## src/rtl/ddr2i_pkg.sv

```systemverilog
package ddr2i_pkg;

    localparam int CMD_W          = 32;
    localparam int STEPS_PER_RANK = 12;
    localparam int STEP_W         = 4;

    typedef enum logic [3:0] {
        OP_MRW  = 4'h0,
        OP_PALL = 4'h1,
        OP_AREF = 4'h5,
        OP_NOP  = 4'h7
    } op_e;

    typedef enum logic [1:0] {
        MR_BASE = 2'd0,
        MR_EXT1 = 2'd1,
        MR_EXT2 = 2'd2,
        MR_EXT3 = 2'd3
    } mr_sel_e;

    typedef struct packed {
        logic [3:0]  rsvd_hi;
        op_e         op;
        logic [2:0]  rsvd_mid;
        logic        rank;
        logic [1:0]  rsvd_lo;
        mr_sel_e     mr;
        logic [15:0] val;
    } cmd_t;

    typedef enum logic [1:0] {
        GAP_PLAIN,
        GAP_CKE,
        GAP_MRS
    } gap_e;

    typedef enum logic [1:0] {
        ST_PWR,
        ST_ISSUE,
        ST_WAIT,
        ST_DONE
    } st_e;

    function automatic int max_i(int a, int b);
        return (a > b) ? a : b;
    endfunction

    function automatic cmd_t mk_cmd(op_e op, mr_sel_e mr, logic [15:0] val, logic rank);
        cmd_t c;
        c          = '0;
        c.op       = op;
        c.mr       = mr;
        c.val      = val;
        c.rank     = rank;
        return c;
    endfunction

    function automatic cmd_t step_cmd(logic [STEP_W-1:0] step, logic rank);
        case (step)
            4'd0:    return mk_cmd(OP_NOP,  MR_BASE, 16'h0000, rank);
            4'd1:    return mk_cmd(OP_PALL, MR_BASE, 16'h0000, rank);
            4'd2:    return mk_cmd(OP_MRW,  MR_EXT2, 16'h0000, rank);
            4'd3:    return mk_cmd(OP_MRW,  MR_EXT3, 16'h0000, rank);
            4'd4:    return mk_cmd(OP_MRW,  MR_EXT1, 16'h0400, rank);
            4'd5:    return mk_cmd(OP_MRW,  MR_BASE, 16'h0542, rank);
            4'd6:    return mk_cmd(OP_PALL, MR_BASE, 16'h0000, rank);
            4'd7:    return mk_cmd(OP_AREF, MR_BASE, 16'h0000, rank);
            4'd8:    return mk_cmd(OP_AREF, MR_BASE, 16'h0000, rank);
            4'd9:    return mk_cmd(OP_MRW,  MR_BASE, 16'h0442, rank);
            4'd10:   return mk_cmd(OP_MRW,  MR_EXT1, 16'h0780, rank);
            default: return mk_cmd(OP_MRW,  MR_EXT1, 16'h0400, rank);
        endcase
    endfunction

    function automatic gap_e step_gap(logic [STEP_W-1:0] step);
        case (step)
            4'd0:    return GAP_CKE;
            4'd9:    return GAP_MRS;
            default: return GAP_PLAIN;
        endcase
    endfunction

endpackage

```

## src/rtl/ddr2i_pwrup_timer.sv

```systemverilog
module ddr2i_pwrup_timer #(
    parameter int CYCLES = 10000
) (
    input  logic clk,
    input  logic rst,
    output logic done_o
);
    localparam int CW = $clog2(CYCLES + 1);

    logic [CW-1:0] cnt_q;

    always_ff @(posedge clk) begin
        if (rst) begin
            cnt_q  <= '0;
            done_o <= 1'b0;
        end else if (!done_o) begin
            cnt_q <= cnt_q + 1'b1;
            if (cnt_q == CW'(CYCLES - 1))
                done_o <= 1'b1;
        end
    end

    p_pwr_count_r3: assert property (@(posedge clk) disable iff (rst)
        $rose(done_o) |-> $past(cnt_q) == CW'(CYCLES - 1));

endmodule

```

## src/rtl/ddr2i_delay.sv

```systemverilog
module ddr2i_delay #(
    parameter int MAXV = 200
) (
    input  logic                         clk,
    input  logic                         rst,
    input  logic                         load_i,
    input  logic [$clog2(MAXV+1)-1:0]    val_i,
    output logic                         expired_o
);
    localparam int TW = $clog2(MAXV + 1);

    logic [TW-1:0] cnt_q;

    always_ff @(posedge clk) begin
        if (rst)
            cnt_q <= '0;
        else if (load_i)
            cnt_q <= val_i;
        else if (cnt_q != '0)
            cnt_q <= cnt_q - 1'b1;
    end

    assign expired_o = (cnt_q == '0);

    p_delay_bound_r7: assert property (@(posedge clk) disable iff (rst)
        cnt_q <= TW'(MAXV));

    p_delay_down_r7: assert property (@(posedge clk) disable iff (rst)
        (!load_i && cnt_q != '0) |=> cnt_q == $past(cnt_q) - 1'b1);

endmodule

```

## src/rtl/ddr2i_step_gen.sv

```systemverilog
module ddr2i_step_gen
    import ddr2i_pkg::*;
(
    input  logic clk,
    input  logic rst,
    input  logic adv_i,
    input  logic two_ranks_i,
    output cmd_t cmd_o,
    output gap_e gap_o,
    output logic last_o
);
    logic [STEP_W-1:0] step_q;
    logic              rank_q;
    logic              end_of_rank;

    assign end_of_rank = (step_q == STEP_W'(STEPS_PER_RANK - 1));

    always_ff @(posedge clk) begin
        if (rst) begin
            step_q <= '0;
            rank_q <= 1'b0;
        end else if (adv_i) begin
            if (end_of_rank) begin
                step_q <= '0;
                rank_q <= 1'b1;
            end else begin
                step_q <= step_q + 1'b1;
            end
        end
    end

    assign cmd_o  = step_cmd(step_q, rank_q);
    assign gap_o  = step_gap(step_q);
    assign last_o = end_of_rank && (rank_q || !two_ranks_i);

    p_step_range_r5: assert property (@(posedge clk) disable iff (rst)
        step_q < STEP_W'(STEPS_PER_RANK));

    p_rank_order_r9: assert property (@(posedge clk) disable iff (rst)
        (adv_i && end_of_rank) |=> (step_q == '0 && rank_q));

endmodule

```

## src/rtl/ddr2_init_seq.sv

```systemverilog
module ddr2_init_seq
    import ddr2i_pkg::*;
#(
    parameter int PWRUP_CYCLES    = 10000,
    parameter int CKE_WAIT_CYCLES = 20,
    parameter int MRS_WAIT_CYCLES = 200,
    parameter int CMD_GAP_CYCLES  = 2
) (
    input  logic              clk,
    input  logic              rst,
    input  logic              phy_locked_i,
    input  logic              two_chips_i,
    input  logic              cmd_ready_i,
    output logic              cmd_valid_o,
    output logic [CMD_W-1:0]  cmd_o,
    output logic              cke_o,
    output logic              aref_en_o,
    output logic              init_done_o
);
    localparam int W_PLAIN = max_i(CMD_GAP_CYCLES, 1);
    localparam int W_CKE   = max_i(W_PLAIN, CKE_WAIT_CYCLES);
    localparam int W_MRS   = max_i(W_PLAIN, MRS_WAIT_CYCLES);
    localparam int W_MAX   = max_i(W_CKE, W_MRS);
    localparam int TW      = $clog2(W_MAX + 1);

    st_e           state_q;
    logic          two_q;
    logic          fin_q;
    logic          pwr_done;
    logic          issue;
    logic          wait_over;
    cmd_t          cur_cmd;
    gap_e          cur_gap;
    logic          cur_last;
    logic [TW-1:0] wait_len;

    ddr2i_pwrup_timer #(.CYCLES(PWRUP_CYCLES)) u_pwr (
        .clk    (clk),
        .rst    (rst),
        .done_o (pwr_done)
    );

    assign issue = (state_q == ST_ISSUE) && cmd_ready_i;

    ddr2i_step_gen u_steps (
        .clk         (clk),
        .rst         (rst),
        .adv_i       (issue),
        .two_ranks_i (two_q),
        .cmd_o       (cur_cmd),
        .gap_o       (cur_gap),
        .last_o      (cur_last)
    );

    always_comb begin
        case (cur_gap)
            GAP_CKE: wait_len = TW'(W_CKE - 1);
            GAP_MRS: wait_len = TW'(W_MRS - 1);
            default: wait_len = TW'(W_PLAIN - 1);
        endcase
    end

    ddr2i_delay #(.MAXV(W_MAX)) u_gap (
        .clk       (clk),
        .rst       (rst),
        .load_i    (issue),
        .val_i     (wait_len),
        .expired_o (wait_over)
    );

    always_ff @(posedge clk) begin
        if (rst) begin
            state_q     <= ST_PWR;
            two_q       <= 1'b0;
            fin_q       <= 1'b0;
            cmd_valid_o <= 1'b0;
            cmd_o       <= '0;
            cke_o       <= 1'b0;
            aref_en_o   <= 1'b0;
            init_done_o <= 1'b0;
        end else begin
            cmd_valid_o <= 1'b0;
            case (state_q)
                ST_PWR: begin
                    if (pwr_done && phy_locked_i) begin
                        two_q   <= two_chips_i;
                        state_q <= ST_ISSUE;
                    end
                end
                ST_ISSUE: begin
                    if (cmd_ready_i) begin
                        cmd_valid_o <= 1'b1;
                        cmd_o       <= cur_cmd;
                        if (cur_cmd.op == OP_NOP)
                            cke_o <= 1'b1;
                        fin_q   <= cur_last;
                        state_q <= ST_WAIT;
                    end
                end
                ST_WAIT: begin
                    if (wait_over) begin
                        if (fin_q) begin
                            aref_en_o   <= 1'b1;
                            init_done_o <= 1'b1;
                            state_q     <= ST_DONE;
                        end else begin
                            state_q <= ST_ISSUE;
                        end
                    end
                end
                default: state_q <= ST_DONE;
            endcase
        end
    end

    p_cke_rise_nop_r1: assert property (@(posedge clk) disable iff (rst)
        $rose(cke_o) |-> (cmd_valid_o && cmd_o[27:24] == 4'h7));

    p_cke_hold_r1: assert property (@(posedge clk) disable iff (rst)
        cke_o |=> cke_o);

    p_pwr_before_cmd_r3: assert property (@(posedge clk) disable iff (rst)
        cmd_valid_o |-> pwr_done);

    p_valid_pulse_r7: assert property (@(posedge clk) disable iff (rst)
        cmd_valid_o |=> !cmd_valid_o);

    p_ready_gate_r8: assert property (@(posedge clk) disable iff (rst)
        cmd_valid_o |-> $past(cmd_ready_i));

    p_aref_quiet_r10: assert property (@(posedge clk) disable iff (rst)
        cmd_valid_o |-> !aref_en_o);

    p_done_hold_r10: assert property (@(posedge clk) disable iff (rst)
        init_done_o |=> (init_done_o && aref_en_o));

endmodule

```

## config.mk

```make
export PLATFORM = sky130hd
export DESIGN_NAME = ddr2_init_seq
export DESIGN_NICKNAME = d
export VERILOG_FILES = /design/src/rtl/ddr2i_pkg.sv /design/src/rtl/ddr2i_pwrup_timer.sv /design/src/rtl/ddr2i_delay.sv /design/src/rtl/ddr2i_step_gen.sv /design/src/rtl/ddr2_init_seq.sv
export SDC_FILE = /design/constraint.sdc
export NUM_CORES = 1
export LEC_CHECK = 0
export ABC_AREA = 1
export ABC_CLOCK_PERIOD_IN_PS = 1550
export BUFFER_PORTS_ARGS = -buffer_cell sky130_fd_sc_hd__buf_2
export CORE_UTILIZATION = 30
export CTS_CLUSTER_SIZE = 40
export DETAILED_ROUTE_END_ITERATION = 16
export GPL_TIMING_DRIVEN = 0
export HOLD_SLACK_MARGIN = 0.12
export PLACE_DENSITY_LB_ADDON = 0.25
export SLEW_MARGIN = 10
export SYNTH_ARGS = -nofsm -noshare
export SYNTH_HDL_FRONTEND = slang
export SYNTH_SLANG_ARGS = --single-unit
```

## constraint.sdc

```tcl
create_clock -name clk -period 1.55 [get_ports clk]
set_input_delay 0.0775 -clock clk [delete_from_list [all_inputs] [get_ports clk]]
set_output_delay 0.0775 -clock clk [all_outputs]
set_load 0.01 [all_outputs]
```

# Word-level counts from Yosys, hierarchy flattened
# Cells that the tools add are included.
op_classes:
  addsub: 3
  n_eq_ne: 19
  mux: 14
  bitwise: 1
  reduce_logical: 19
ops:
  columns: ["cell", "n"]
  rows:
  - ["case mux 27 bit (8 select lines)", 1]
  - ["== test 4 x 3 -> 1 bit (second input constant)", 4]
  - ["== test 4 bit (second input constant)", 4]
  - ["2-to-1 mux 8 bit", 2]
  - ["case mux 8 bit (2 select lines)", 1]
  - ["adder 14 x 1 -> 14 bit (second input constant)", 1]
  - ["== test 14 bit (second input constant)", 1]
  - ["AND reduction 3 bit", 3]
  - ["== test 4 x 2 -> 1 bit (second input constant)", 2]
  - ["zero test 8 bit", 1]
  - ["2-to-1 mux 2 bit", 4]
  - ["nonzero test 8 bit", 1]
  - ["subtractor 8 x 1 -> 8 bit (second input constant)", 1]
  - ["case mux 2 bit (3 select lines)", 1]
  - ["AND reduction 2 bit", 3]
  - ["OR reduction 2 bit", 3]
  - ["adder 4 x 1 -> 4 bit (second input constant)", 1]
  - ["== test 2 x 1 -> 1 bit (second input constant)", 2]
  - ["== test 2 bit (second input constant)", 2]
  - ["== test 4 x 1 -> 1 bit (second input constant)", 1]
  - ["zero test 4 bit", 1]
  - ["2-to-1 mux 4 bit", 1]
  - ["inequality test 2 bit (second input constant)", 2]
  - ["case mux 2 bit (2 select lines)", 1]
  - ["8 further kinds", 12]
totals:
  register_bits: 67
  input_bits: 5
  out_inout_bits: 36
  elab_cells: 68

# Depth between registers and ports, before layout
# Gate-level depths: netlist (run 1).
logic_depth:
  depth_word: 5
  depth_mapped: 10
  depth_no_buf: 10

# Modules after synthesis
# A second synthesis (run 1) with hierarchy kept.
hier_totals:
  cells_unflattened: 472
  area_unflattened_um2: 3539.6
modules_own_cells:
  columns: ["module", "instances", "cells_per_inst", "area_each_um2", "seq_area_each_um2"]
  rows:
  - ["ddr2_init_seq", 1, 192, 1671.6, 780.7]
  - ["ddr2i_pwrup_timer", 1, 115, 780.7, 300.3]
  - ["ddr2i_step_gen", 1, 95, 614.3, 100.1]
  - ["ddr2i_delay", 1, 70, 473.0, 160.2]

# Worst setup path before layout (run 1)
# OpenSTA, ideal clock, no wires.
synth_path:
  path_kind: "register -> register"
  from: "register u_steps.step_q[0]"
  to: "register u_gap.cnt_q[6]"
  setup_time_ns: 0.119
  arrival_time_ns: 1.270
  required_time_ns: 1.431
  path_slack_ns: 0.161
  path_stages_with_launch: 11
  n_path_buf: 0
  period_less_slack_ns: 1.389
  path_cell_list: "dfxtp_1 > inv_1 > ha_1 > inv_1 > nor2_2 > inv_1 > ha_1 > inv_1 > nor2_4 > a21oi_2 > a21oi_1"
synth_via:
  elab_chain_cells: 5
  elab_cells_between_ends: 7
  cone_classes: "eq/ne: 3; mux: 3; reduce/logical: 1"
synth_lines:
  columns: ["element", "line", "rtl"]
  rows:
  - ["start, declared", "ddr2i_step_gen.sv:12", "logic [STEP_W-1:0] step_q;"]
  - ["start signal, assigned", "ddr2i_step_gen.sv:27", "step_q <= step_q + 1'b1;"]
  - ["== test 4 bit or zero test 4 bit (tied branches)", "ddr2i_pkg.sv:76", "case (step)"]
  - ["case mux 2 bit (2 select lines) (*)", "ddr2i_pkg.sv:76", null]
  - ["== test 2 bit or == test 2 x 1 -> 1 bit (tied branches)", "ddr2_init_seq.sv:56", "case (cur_gap)"]
  - ["case mux 8 bit (2 select lines) (*)", "ddr2_init_seq.sv:56", null]
  - ["2-to-1 mux 8 bit (*)", "ddr2i_delay.sv:17", "else if (load_i)"]
  - ["end signal, assigned", "ddr2i_delay.sv:18", "cnt_q <= val_i;"]
  - ["end signal, assigned", "ddr2i_delay.sv:20", "cnt_q <= cnt_q - 1'b1;"]
  - ["end, declared", "ddr2i_delay.sv:12", "logic [TW-1:0] cnt_q;"]
# Mark *: on every way between the ends. The rest lies on a longest branch, timed or not.
# A chain may end at the register's enable or synchronous reset.

# Worst setup path after layout (run 1)
layout_path:
  from: "register u_steps.step_q[2]"
  to: "register u_gap.cnt_q[1]"
# The elaborated chain is that of the path after synthesis.

==> impl_metrics.tcl, run 1 <==
set metrics [dict create \
    critical_path_maximum_fanout 8 \
    route.detailed.drc 0 \
    cts_tree "yes" \
    leakage_nw 1.40 \
    detail_route.vias_per_cell 4.38 \
    worst-setup-path-type "reg2reg" \
    total_overflow_reported_by_the_global_router 0 \
    num_antenna_cells 0 \
    routedWlPerCell_um 10.8 \
    critical-path-top-cell-by-count "sky130_fd_sc_hd__nor2_4" \
    final_cell_mix "sky130_fd_sc_hd__nand2_1, sky130_fd_sc_hd__inv_1, sky130_fd_sc_hd__dfxtp_1, sky130_fd_sc_hd__nor2_1, sky130_fd_sc_hd__nand3_1" \
    dr_total_vias 2206 \
    synth_cell_types 28 \
    cap_violations 0 \
    die_height_um 92.7 \
    ys_top_cells_by_area "sky130_fd_sc_hd__dfxtp_1, sky130_fd_sc_hd__nand2_1, sky130_fd_sc_hd__buf_4" \
    crit_buf_inv 3 \
    hpwl_um 4150 \
    max-clock-path-buffers 2 \
    io_buffers 20 \
    die_w_um 92.7 \
    cp_data_required_time_ns 1.79 \
    fin_worst_skew_ns 0.00749 \
    number_of_nets_with_antenna_violations_after_routing 0 \
    vias_in_the_first_global_route 1963 \
    core-area_um2 7850 \
    number_of_cts_inserted_buffers 5 \
    final.hold.worst_slack_ns 0.144 \
    groute.usage.overall_pct 13.2 \
    gp_congestion 0.884 \
    min_period_ns 1.43 \
    synth_largest_type_area_fraction_pct 36.5 \
    multi_input_gate_area_in_the_final_layout_um2 1240 \
    timing.hold.worst.class "in2reg" \
    initial_core_util_pct 31.5 \
    vdd.ir_drop.worst_mv 0.351 \
    routed.top_layer "met4" \
    setup.worst_path.end_class "flip-flop" \
    met2RoutedLength_um 2400 \
    ys_ff_latch 45 \
    grt_antenna_before_repair 0 \
    boundaryPins 41 \
    cts-root-buf "sky130_fd_sc_hd__clkbuf_8" \
    timing.critical_path.slowest_stage_cell "sky130_fd_sc_hd__dfxtp_1" \
    timing.setup.tns_ns 0 \
    pwr_density_cell_nw_per_um2 1050 \
    critical_path.startpoint_type "flip-flop" \
    layout.filler_cells 862 \
    finalSetupViolCount 0 \
    timing.max_slew.rel_slack_pct 62.4 \
    post_synth.cell_area_avg_um2 7.02 \
    maximum_clock_frequency_mhz 698 \
    wirelength_met1_um 2760 \
    run_status "finished, final reports clean" \
    drive_above_1_share_pct 21.4 \
    unrepaired_setup_endpoints_after_global_routing "no" \
    area_delta_synth_final_pct 19.2 \
    critical_path.top_delay_family "simple AND/OR/NAND/NOR gates" \
    dieArea_um2 8600 \
    detail_route.iter0.violations 59 \
    synthCells 352 \
    finalHoldViolCount 0 \
    reg_area_um2 905 \
    route.met3.wl_um 193 \
    grt_pass1_wl_um 9060 \
    worst_path_cell_trace "buf_2, nor2_4, inv_2, nor2_4, inv_1, ha_1, o21ai_2, a21oi_2, nor2_1" \
    clock_tree.htree_level_count 2 \
    wire_length_after_detailed_routing_um 5430 \
    fp-row-count 32 \
    synthesis.yosys.warnings 0 \
    grt_start_max_net_pins 14 \
    worst-slew-pin-transition_ns 0.565 \
    drv_slew 0 \
    sequential_cell_area_fraction_in_the_yosys_report_pct 36.5 \
    arrival_ns 1.67 \
    drt_pre_antenna_iters 4 \
    clock_latency_late_sink_ns 0.30 \
    synthesis.area_um2 2470 \
    finalNetCount 415 \
    critical-path-max-stage-delay_ns 0.30 \
    final_common_cell "sky130_fd_sc_hd__nand2_1" \
    period_share_pct 92.5 \
    numClockSinks 45 \
    synth_top_area_cell "sky130_fd_sc_hd__dfxtp_1" \
    path_clk_slew_ns 0.09 \
]
-- power breakdown --
part	internal [mW]	switching, mW	total (mW)
clock	0.526	0.400	0.926
combinational	0.318	0.513	0.832
sequential	1.25	0.0702	1.32
-- metal layers --
metal  up-vias  GRT usage [%]
li1       1179              -
met1       980           17.4
met2        41           21.3
met3         6           2.71
met4         0           4.62
met5         -              0
-- layout make-up --
cell class,instances,share of cell area (%)
clock inverter,1,1.02
sequential,45,30.7
buffer,30,7.52
clock buffer,7,2.93
timing repair buffer,23,4.42
inverter,53,6.76
tap,102,4.33
multi-input combinational,243,42.3
-- worst register-to-register path, cell delays in order, from the launching register on --
cell and delay [ns]:
sky130_fd_sc_hd__dfxtp_1 0.30, sky130_fd_sc_hd__buf_2 0.16, sky130_fd_sc_hd__nor2_4 0.11, sky130_fd_sc_hd__inv_2 0.07, sky130_fd_sc_hd__nor2_4 0.12, sky130_fd_sc_hd__inv_1 0.05
sky130_fd_sc_hd__ha_1 0.30, sky130_fd_sc_hd__o21ai_2 0.15, sky130_fd_sc_hd__a21oi_2 0.04, sky130_fd_sc_hd__nor2_1 0.08
-- state kept, by name (all words and copies together) (netlist names) --
signal          cells
two_q               1
cke_o               1
state_q             2
u_steps.step_q      4
u_gap.cnt_q         8
fin_q               1
cmd_o              10
init_done_o         1
cmd_valid_o         1
u_pwr.done_o        1
u_steps.rank_q      1
u_pwr.cnt_q        14
-- final timing paths --
| path | startpoint | end | slack, ns | cells past startpoint |
|---|---|---|---|---|
| setup / recovery | u_steps.step_q[2] | u_gap.cnt_q[1] | 0.12 | 9 |
| hold / removal | phy_locked_i | two_q | 0.14 | 4 |
| setup reg to reg | u_steps.step_q[2] | u_gap.cnt_q[1] | 0.12 | 9 |
| hold reg to reg | cmd_o[25] | cmd_o[25] | 0.47 | 2 |
-- synth_stat cells --
library cell               instances
sky130_fd_sc_hd__nor3_2            1
sky130_fd_sc_hd__nand2_1          61
sky130_fd_sc_hd__o21ai_1          11
sky130_fd_sc_hd__o211ai_1          1
sky130_fd_sc_hd__nand2_4           2
sky130_fd_sc_hd__nor3b_1           1
sky130_fd_sc_hd__buf_2             3
sky130_fd_sc_hd__a21oi_2           2
sky130_fd_sc_hd__nor2_4            4
sky130_fd_sc_hd__ha_1              9
sky130_fd_sc_hd__nand3_2           1
sky130_fd_sc_hd__dfxtp_1          45
sky130_fd_sc_hd__nor2_1           43
sky130_fd_sc_hd__nor3_1            8
sky130_fd_sc_hd__nand3_1          26
sky130_fd_sc_hd__a31oi_1           1
sky130_fd_sc_hd__nor3_4            1
sky130_fd_sc_hd__conb_1            1
sky130_fd_sc_hd__inv_1            48
sky130_fd_sc_hd__nand4_1           8
sky130_fd_sc_hd__buf_4            24
sky130_fd_sc_hd__buf_6             2
sky130_fd_sc_hd__inv_2             5
sky130_fd_sc_hd__o21ai_2           1
sky130_fd_sc_hd__nor2_2            4
sky130_fd_sc_hd__clkbuf_1          1
sky130_fd_sc_hd__a21oi_1          21
sky130_fd_sc_hd__o21ai_0          17
-- through the flow --
step / area (µm²) / util, % / std cells / setup WS [ns] / power (mW)
after global routing: 2940 / 37.5 / 504 / 0.0107 / 3.31
after global placement: 2770 / 35.3 / 493 / 0.0178 / 2.16
after detailed placement: 2770 / 35.3 / 493 / -0.00103 / 2.17
after floorplan: 2540 / - / 371 / 0.161 / 2.02
after CTS: 2920 / 37.2 / 504 / 0.0135 / 3.11
final: 2940 / 37.5 / 504 / 0.116 / 3.08
-- kinds of logic after synthesis --
kind of cell | after synthesis | share of synthesized area, %
other | 1 | 0.152
and+or+nand+nor | 160 | 30.2
buffers and inverters | 83 | 17.0
AOI/OAI and AO/OA | 54 | 11.6
DFF | 45 | 36.5
adders and majority gates | 9 | 4.56
-- timing repair --
item / in CTS / in global routing
hold buffers: 3 / 0
resized for setup: 1 / 11
pin swaps: 0 / 1
buffers inserted: 0 / 0
setup endpoints to repair: 3 / 6
endpoints found under the hold margin: 5 / 0
Power figures use the tool's default switching activity.
==> inputs of run 2 (changes only) <==
Settings changed: CORE_UTILIZATION 30 to 55.
==> run 2 against run 1 <==
Against the previous run: cell area shrank 3.1%; clock power shrank 18%; maximum frequency shrank 1.5%; critical path depth grew 1; die area shrank 45%; worst setup slack lost 0.023 ns; first-iteration DRC count grew to 2.6 times the previous value; global-route usage grew 9.8 points; core utilization grew 28 points; largest power group unchanged; critical endpoint is now u_gap.cnt_q[6]; power shrank 5.3%; sequential cell count is the same; via count grew 2.7%.
==> impl_metrics.tcl, run 2 (synthesis results as in run 1) <==
set metrics [dict create \
    p_int_mw 1.92 \
    vias_in_the_first_global_route 2054 \
    boundaryPins 41 \
    timing.setup.tns_ns 0 \
    cts_tree "yes" \
    unrepaired_setup_endpoints_after_global_routing "yes" \
    hold_path_startpoint "phy_locked_i" \
    vdd.ir_drop.worst_mv 0.626 \
    finalNetCount 415 \
    total_power_mw 2.92 \
    arrival_ns 1.66 \
    hpwl_um 3840 \
    initial_core_util_pct 57.1 \
    cap_violations 0 \
    total_overflow_reported_by_the_global_router 0 \
    pwr_density_cell_nw_per_um2 1020 \
    fin_worst_skew_ns 0.00690 \
    die_height_um 69.0 \
    gp_congestion 0.930 \
    period_share_pct 94.0 \
    core-area_um2 4320 \
    timing.hold.worst.class "in2reg" \
    dr_total_vias 2265 \
    crit-reg2reg-capture "u_gap.cnt_q[6]" \
    placedInstanceArea_um2 2710 \
    instance_count_along_the_most_critical_hold_path 5 \
    detail_route.vias_per_cell 5.00 \
    grt_pass1_wl_um 8910 \
    numClockSinks 45 \
    number_of_nets_with_antenna_violations_after_routing 0 \
    fp-row-count 24 \
    setup.reg_to_reg.worst_slack_ns 0.09 \
    worst-setup-path-type "reg2reg" \
    number_of_cts_inserted_buffers 5 \
    layout.filler_cells 384 \
    dieArea_um2 4760 \
    io_buffers 20 \
    path_clk_slew_ns 0.09 \
    max-clock-path-buffers 2 \
    leakage_nw 1.38 \
    worst_r2r_path_depth 10 \
    power_frac_clock_pct 25.9 \
    top_regs "u_pwr.cnt_q x14, cmd_o x10, u_gap.cnt_q x8" \
    route.detailed.drc 0 \
    die_w_um 69.0 \
    clock_latency_late_sink_ns 0.31 \
    wire_length_after_detailed_routing_um 5300 \
    place.detailed.instances 443 \
    drive_above_1_share_pct 21.2 \
    drv_slew 0 \
    number_of_flip_flops_in_the_largest_register 14 \
    cts-root-buf "sky130_fd_sc_hd__clkbuf_8" \
    comb_power_share_pct 28.5 \
    post-place-ws_ns 0.0290 \
    cp_data_required_time_ns 1.75 \
    critical_path_maximum_fanout 5 \
    worst-slew-pin-transition_ns 0.580 \
    final_cell_mix "sky130_fd_sc_hd__nand2_1, sky130_fd_sc_hd__inv_1, sky130_fd_sc_hd__dfxtp_1, sky130_fd_sc_hd__nor2_1, sky130_fd_sc_hd__nand3_1" \
    groute.usage.overall_pct 23.0 \
    final_cell_area_um2 2850 \
    final_common_cell "sky130_fd_sc_hd__nand2_1" \
    critical_path.startpoint_type "flip-flop" \
    maximum_clock_frequency_mhz 687 \
    finalSetupViolCount 0 \
    run_status "finished, final reports clean" \
    postLayoutSetupSlackWorst_ns 0.0938 \
    detail_route.iter0.violations 153 \
    share_seq_of_total_power_pct 45.6 \
    largest_register_by_flop_count "u_pwr.cnt_q" \
    min_period_ns 1.46 \
    p_switching_mw 0.991 \
    timing.max_slew.rel_slack_pct 61.3 \
    worst_r2r_startpoint "u_steps.step_q[0]" \
    post_layout_nonfiller_instances 453 \
    holdPathEnd "state_q[0]" \
    setup.worst_path.end_class "flip-flop" \
    finalHoldViolCount 0 \
    grt_antenna_before_repair 0 \
    grt_start_max_net_pins 13 \
    num_antenna_cells 0 \
    area_delta_synth_final_pct 15.5 \
    drt_pre_antenna_iters 4 \
    sw_frac_of_total_pct 34.0 \
    routedWlPerCell_um 11.7 \
    clock_tree.htree_level_count 2 \
]
[run 2: through the flow]
step	hold slack [ns]	utilization, %
after floorplan	0.154	-
after global placement	0.346	62.6
after detailed placement	0.356	62.6
after CTS	0.160	65.3
after global routing	0.194	65.9
final	0.162	65.9
[run 2: cell type report]
class | instances | area (µm²) | share of cell area (%)
buffer | 30 | 221 | 7.77
clock buffer | 7 | 86.3 | 3.03
inverter | 53 | 199 | 6.98
multi-input combinational | 243 | 1240 | 43.7
sequential | 45 | 905 | 31.7
tap | 52 | 65.1 | 2.28
timing repair buffer | 23 | 130 | 4.56
[run 2: what timing repair did]
action,in CTS,in global routing
hold buffers,3,0
setup buffers,0,0
endpoints found under the setup margin,1,6
resized for setup,1,11
hold endpoints to repair,5,0
pin swaps,0,3
[run 2: layer usage]
metal / routed length, µm / global-route usage [%]
met1: 2580 / 29.4
met2: 2420 / 37.8
met3: 229 / 5.41
met4: 70 / 8.16
met5: 0 / 0
[run 2: power by group through the flow]
stage	logic [mW]	registers, mW	clock network [mW]
4_1_cts	0.816	1.33	0.761
3_5_place_dp	0.809	1.35	0
2_1_floorplan	0.683	1.33	0
6_report	0.832	1.33	0.755
5_1_grt	0.977	1.34	0.802
3_3_place_gp	0.790	1.35	0
[run 2: how the worst max path moves through the flow]
| stage | start | to | slack, ns | cells after the start |
|---|---|---|---|---|
| 6_report | u_steps.step_q[0] | u_gap.cnt_q[6] | 0.09 | 10 |
| 3_3_place_gp | u_steps.step_q[0] | u_gap.cnt_q[7] | 0.04 | 10 |
| 2_1_floorplan | u_steps.step_q[0] | u_gap.cnt_q[6] | 0.16 | 10 |
| 5_1_grt | u_steps.step_q[0] | u_gap.cnt_q[6] | 0.0009 | 10 |
| 4_1_cts | u_steps.step_q[2] | u_gap.cnt_q[6] | 0.01 | 10 |
| 3_5_place_dp | u_steps.step_q[0] | u_gap.cnt_q[2] | 0.03 | 10 |
[run 2: worst max-delay path: stages, from the launching register on]
cell and delay (ns):
sky130_fd_sc_hd__dfxtp_2 0.35, sky130_fd_sc_hd__inv_1 0.09, sky130_fd_sc_hd__ha_1 0.15, sky130_fd_sc_hd__inv_1 0.07, sky130_fd_sc_hd__nor2_4 0.10, sky130_fd_sc_hd__inv_1 0.05
sky130_fd_sc_hd__ha_1 0.20, sky130_fd_sc_hd__inv_2 0.07, sky130_fd_sc_hd__nor2_4 0.04, sky130_fd_sc_hd__a21oi_4 0.14, sky130_fd_sc_hd__a21oi_1 0.08
==> inputs of run 3 (changes only) <==
Settings changed: PLACE_DENSITY from default to 0.77, PLACE_DENSITY_LB_ADDON 0.25 to default.
==> run 3 against run 2 <==
Against the previous run: maximum frequency is 1.3% higher; cell area is 0.13% lower; worst hold slack worse by 0.010 ns; routed wire length is 3.2% lower; global-route usage is 0.54 points lower; core utilization is 0.087 points lower; power is 1.4% lower; sequential share of layout area hardly changed; register-to-register slack better by 0.02 ns; sequential power hardly changed; cell count is 0.22% higher; critical endpoint is now u_gap.cnt_q[7]; highest routed layer unchanged.
==> impl_metrics.tcl, run 3 (synthesis results as in run 1) <==
set metrics [dict create \
    timing.hold.worst.class "in2reg" \
    gr-usage-met1_pct 29.2 \
    cap_violations 0 \
    crit-reg2reg-capture "u_gap.cnt_q[7]" \
    post-place-ws_ns 0.0319 \
    sw_frac_of_total_pct 34.5 \
    drv_slew 0 \
    share_seq_of_total_power_pct 46.2 \
    maximum_clock_frequency_mhz 696 \
    power_frac_clock_pct 25.0 \
    detail_route.iter0.violations 144 \
    worst-slew-pin-transition_ns 0.592 \
    holdPathEnd "two_q" \
    period_share_pct 92.7 \
    vias_in_the_first_global_route 1963 \
    hpwl_um 3790 \
    numClockSinks 45 \
    timing.max_slew.rel_slack_pct 60.5 \
    vdd.ir_drop.worst_mv 0.578 \
    p_switching_mw 0.990 \
    critical_path_maximum_fanout 5 \
    initial_core_util_pct 57.1 \
    setup.reg_to_reg.worst_slack_ns 0.11 \
    number_of_cts_inserted_buffers 5 \
    p_int_mw 1.88 \
    route.detailed.drc 0 \
    met2_use_gr_pct 35.5 \
    leakage_nw 1.38 \
    detail_route.vias_per_cell 4.87 \
    final_common_cell "sky130_fd_sc_hd__nand2_1" \
    wire_length_after_detailed_routing_um 5130 \
    timing.critical_path.slowest_stage_cell "sky130_fd_sc_hd__dfxtp_2" \
    routedWlPerCell_um 11.3 \
    boundaryPins 41 \
    clock_latency_late_sink_ns 0.31 \
    cts-root-buf "sky130_fd_sc_hd__clkbuf_8" \
    fp-row-count 24 \
    worst_path_cell_trace "inv_1, ha_1, inv_1, nor2_4, inv_1, ha_1, inv_1, nor2_4, a21oi_4, a21oi_1" \
    worst_r2r_startpoint "u_steps.step_q[0]" \
    io_buffers 20 \
    unrepaired_setup_endpoints_after_global_routing "yes" \
    place.detailed.instances 443 \
    arrival_ns 1.64 \
    worst-setup-path-type "reg2reg" \
    critical-path-top-cell-by-count "sky130_fd_sc_hd__inv_1" \
    total_overflow_reported_by_the_global_router 0 \
    core-area_um2 4320 \
    cts_tree "yes" \
    path_clk_slew_ns 0.09 \
    finalHoldViolCount 0 \
    grt_pass1_wl_um 8610 \
    gp_congestion 0.888 \
    finalNetCount 415 \
    dr_total_vias 2212 \
    dieArea_um2 4760 \
    timing.setup.tns_ns 0 \
    grt_antenna_before_repair 0 \
    final_cell_mix "sky130_fd_sc_hd__nand2_1, sky130_fd_sc_hd__inv_1, sky130_fd_sc_hd__dfxtp_1, sky130_fd_sc_hd__nor2_1, sky130_fd_sc_hd__nand3_1" \
    instance_count_along_the_most_critical_hold_path 4 \
    cp_data_required_time_ns 1.75 \
    number_of_flip_flops_in_the_largest_register 14 \
    grt_util_met3_pct 3.80 \
    largest_register_by_flop_count "u_pwr.cnt_q" \
    die_height_um 69.0 \
    top_regs "u_pwr.cnt_q x14, cmd_o x10, u_gap.cnt_q x8" \
    max-clock-path-buffers 2 \
    drive_above_1_share_pct 20.9 \
    finalSetupViolCount 0 \
    pwr_density_cell_nw_per_um2 1010 \
    grt_start_max_net_pins 14 \
    run_status "finished, final reports clean" \
    critical-path-max-stage-delay_ns 0.35 \
    clock_tree.htree_level_count 2 \
    drt_pre_antenna_iters 4 \
    critical_path.startpoint_type "flip-flop" \
    top_usage_layer "met2" \
    cts.repair_timing.setup_buffer_count 0 \
    hold_path_startpoint "phy_locked_i" \
    fin_worst_skew_ns 0.00781 \
    min_period_ns 1.44 \
    post_layout_nonfiller_instances 454 \
    groute.usage.overall_pct 22.4 \
    setup.worst_path.end_class "flip-flop" \
    worst_r2r_path_depth 10 \
    area_delta_synth_final_pct 15.3 \
    comb_power_share_pct 28.8 \
    die_w_um 69.0 \
    postLayoutSetupSlackWorst_ns 0.113 \
    num_antenna_cells 0 \
    number_of_nets_with_antenna_violations_after_routing 0 \
]
==> run 3: changes by cell type in the layout (fill, tap and decap cells not counted), sizes merged <==
cell    delta
clkinv     +2
clkbuf     -1
==> run 3: critical path, delay by kind of cell, from the launching register on <==
kind            cells  cell delay, ns
compound gates      2            0.21
flops               1            0.35
simple gates        2            0.15
buf+inv             4            0.31
fa+ha+maj           2            0.33
==> run 3: final cells by class <==
type                       count  area, µm²
multi-input combinational    243       1240
sequential                    45        905
clock inverter                 2       10.0
fill                         401       1480
buffer                        30        221
clock buffer                   6       72.6
tap                           52       65.1
timing repair buffer          23        130
inverter                      53        199
==> run 3: power groups by stage <==
stage                     registers [mW]  clock network, mW  logic [mW]
final                               1.33              0.718       0.827
after global routing                1.34              0.780       0.955
after CTS                           1.33              0.737       0.812
after detailed placement            1.35                  0       0.802
after global placement              1.35                  0       0.790
after floorplan                     1.33                  0       0.683
==> run 3: repair_timing <==
item                       4_1_cts  5_1_grt
hold endpoints to repair         5        0
hold buffers                     3        0
setup endpoints to repair        0        6
gates resized for setup          0       10
==> run 3: metrics by stage <==
stage | utilization [%] | hold WS, ns | total power [mW] | instance area, µm²
after floorplan | - | 0.154 | 2.02 | 2540
final | 65.9 | 0.151 | 2.87 | 2850
after global routing | 65.9 | 0.186 | 3.08 | 2850
after CTS | 65.2 | 0.144 | 2.88 | 2820
after global placement | 62.6 | 0.341 | 2.14 | 2710
after detailed placement | 62.6 | 0.339 | 2.16 | 2710
==> run 3: worst max-delay path by stage <==
stage                            from              to  slack, ns  cells after the start
floorplan           u_steps.step_q[0]  u_gap.cnt_q[6]       0.16                     10
global placement    u_steps.step_q[0]  u_gap.cnt_q[6]       0.04                     10
detailed placement  u_steps.step_q[0]  u_gap.cnt_q[2]       0.03                     10
CTS                 u_steps.step_q[0]  u_gap.cnt_q[7]       0.02                     10
global route        u_steps.step_q[1]  u_gap.cnt_q[7]      -0.03                      9
finish              u_steps.step_q[0]  u_gap.cnt_q[7]       0.11                     10
==> run 3: per-layer routing <==
metal	vias up	share of wire (%)
met5	-	0
met4	0	1.3
met3	8	6.1
met2	58	46
met1	968	46
li1	1178	-
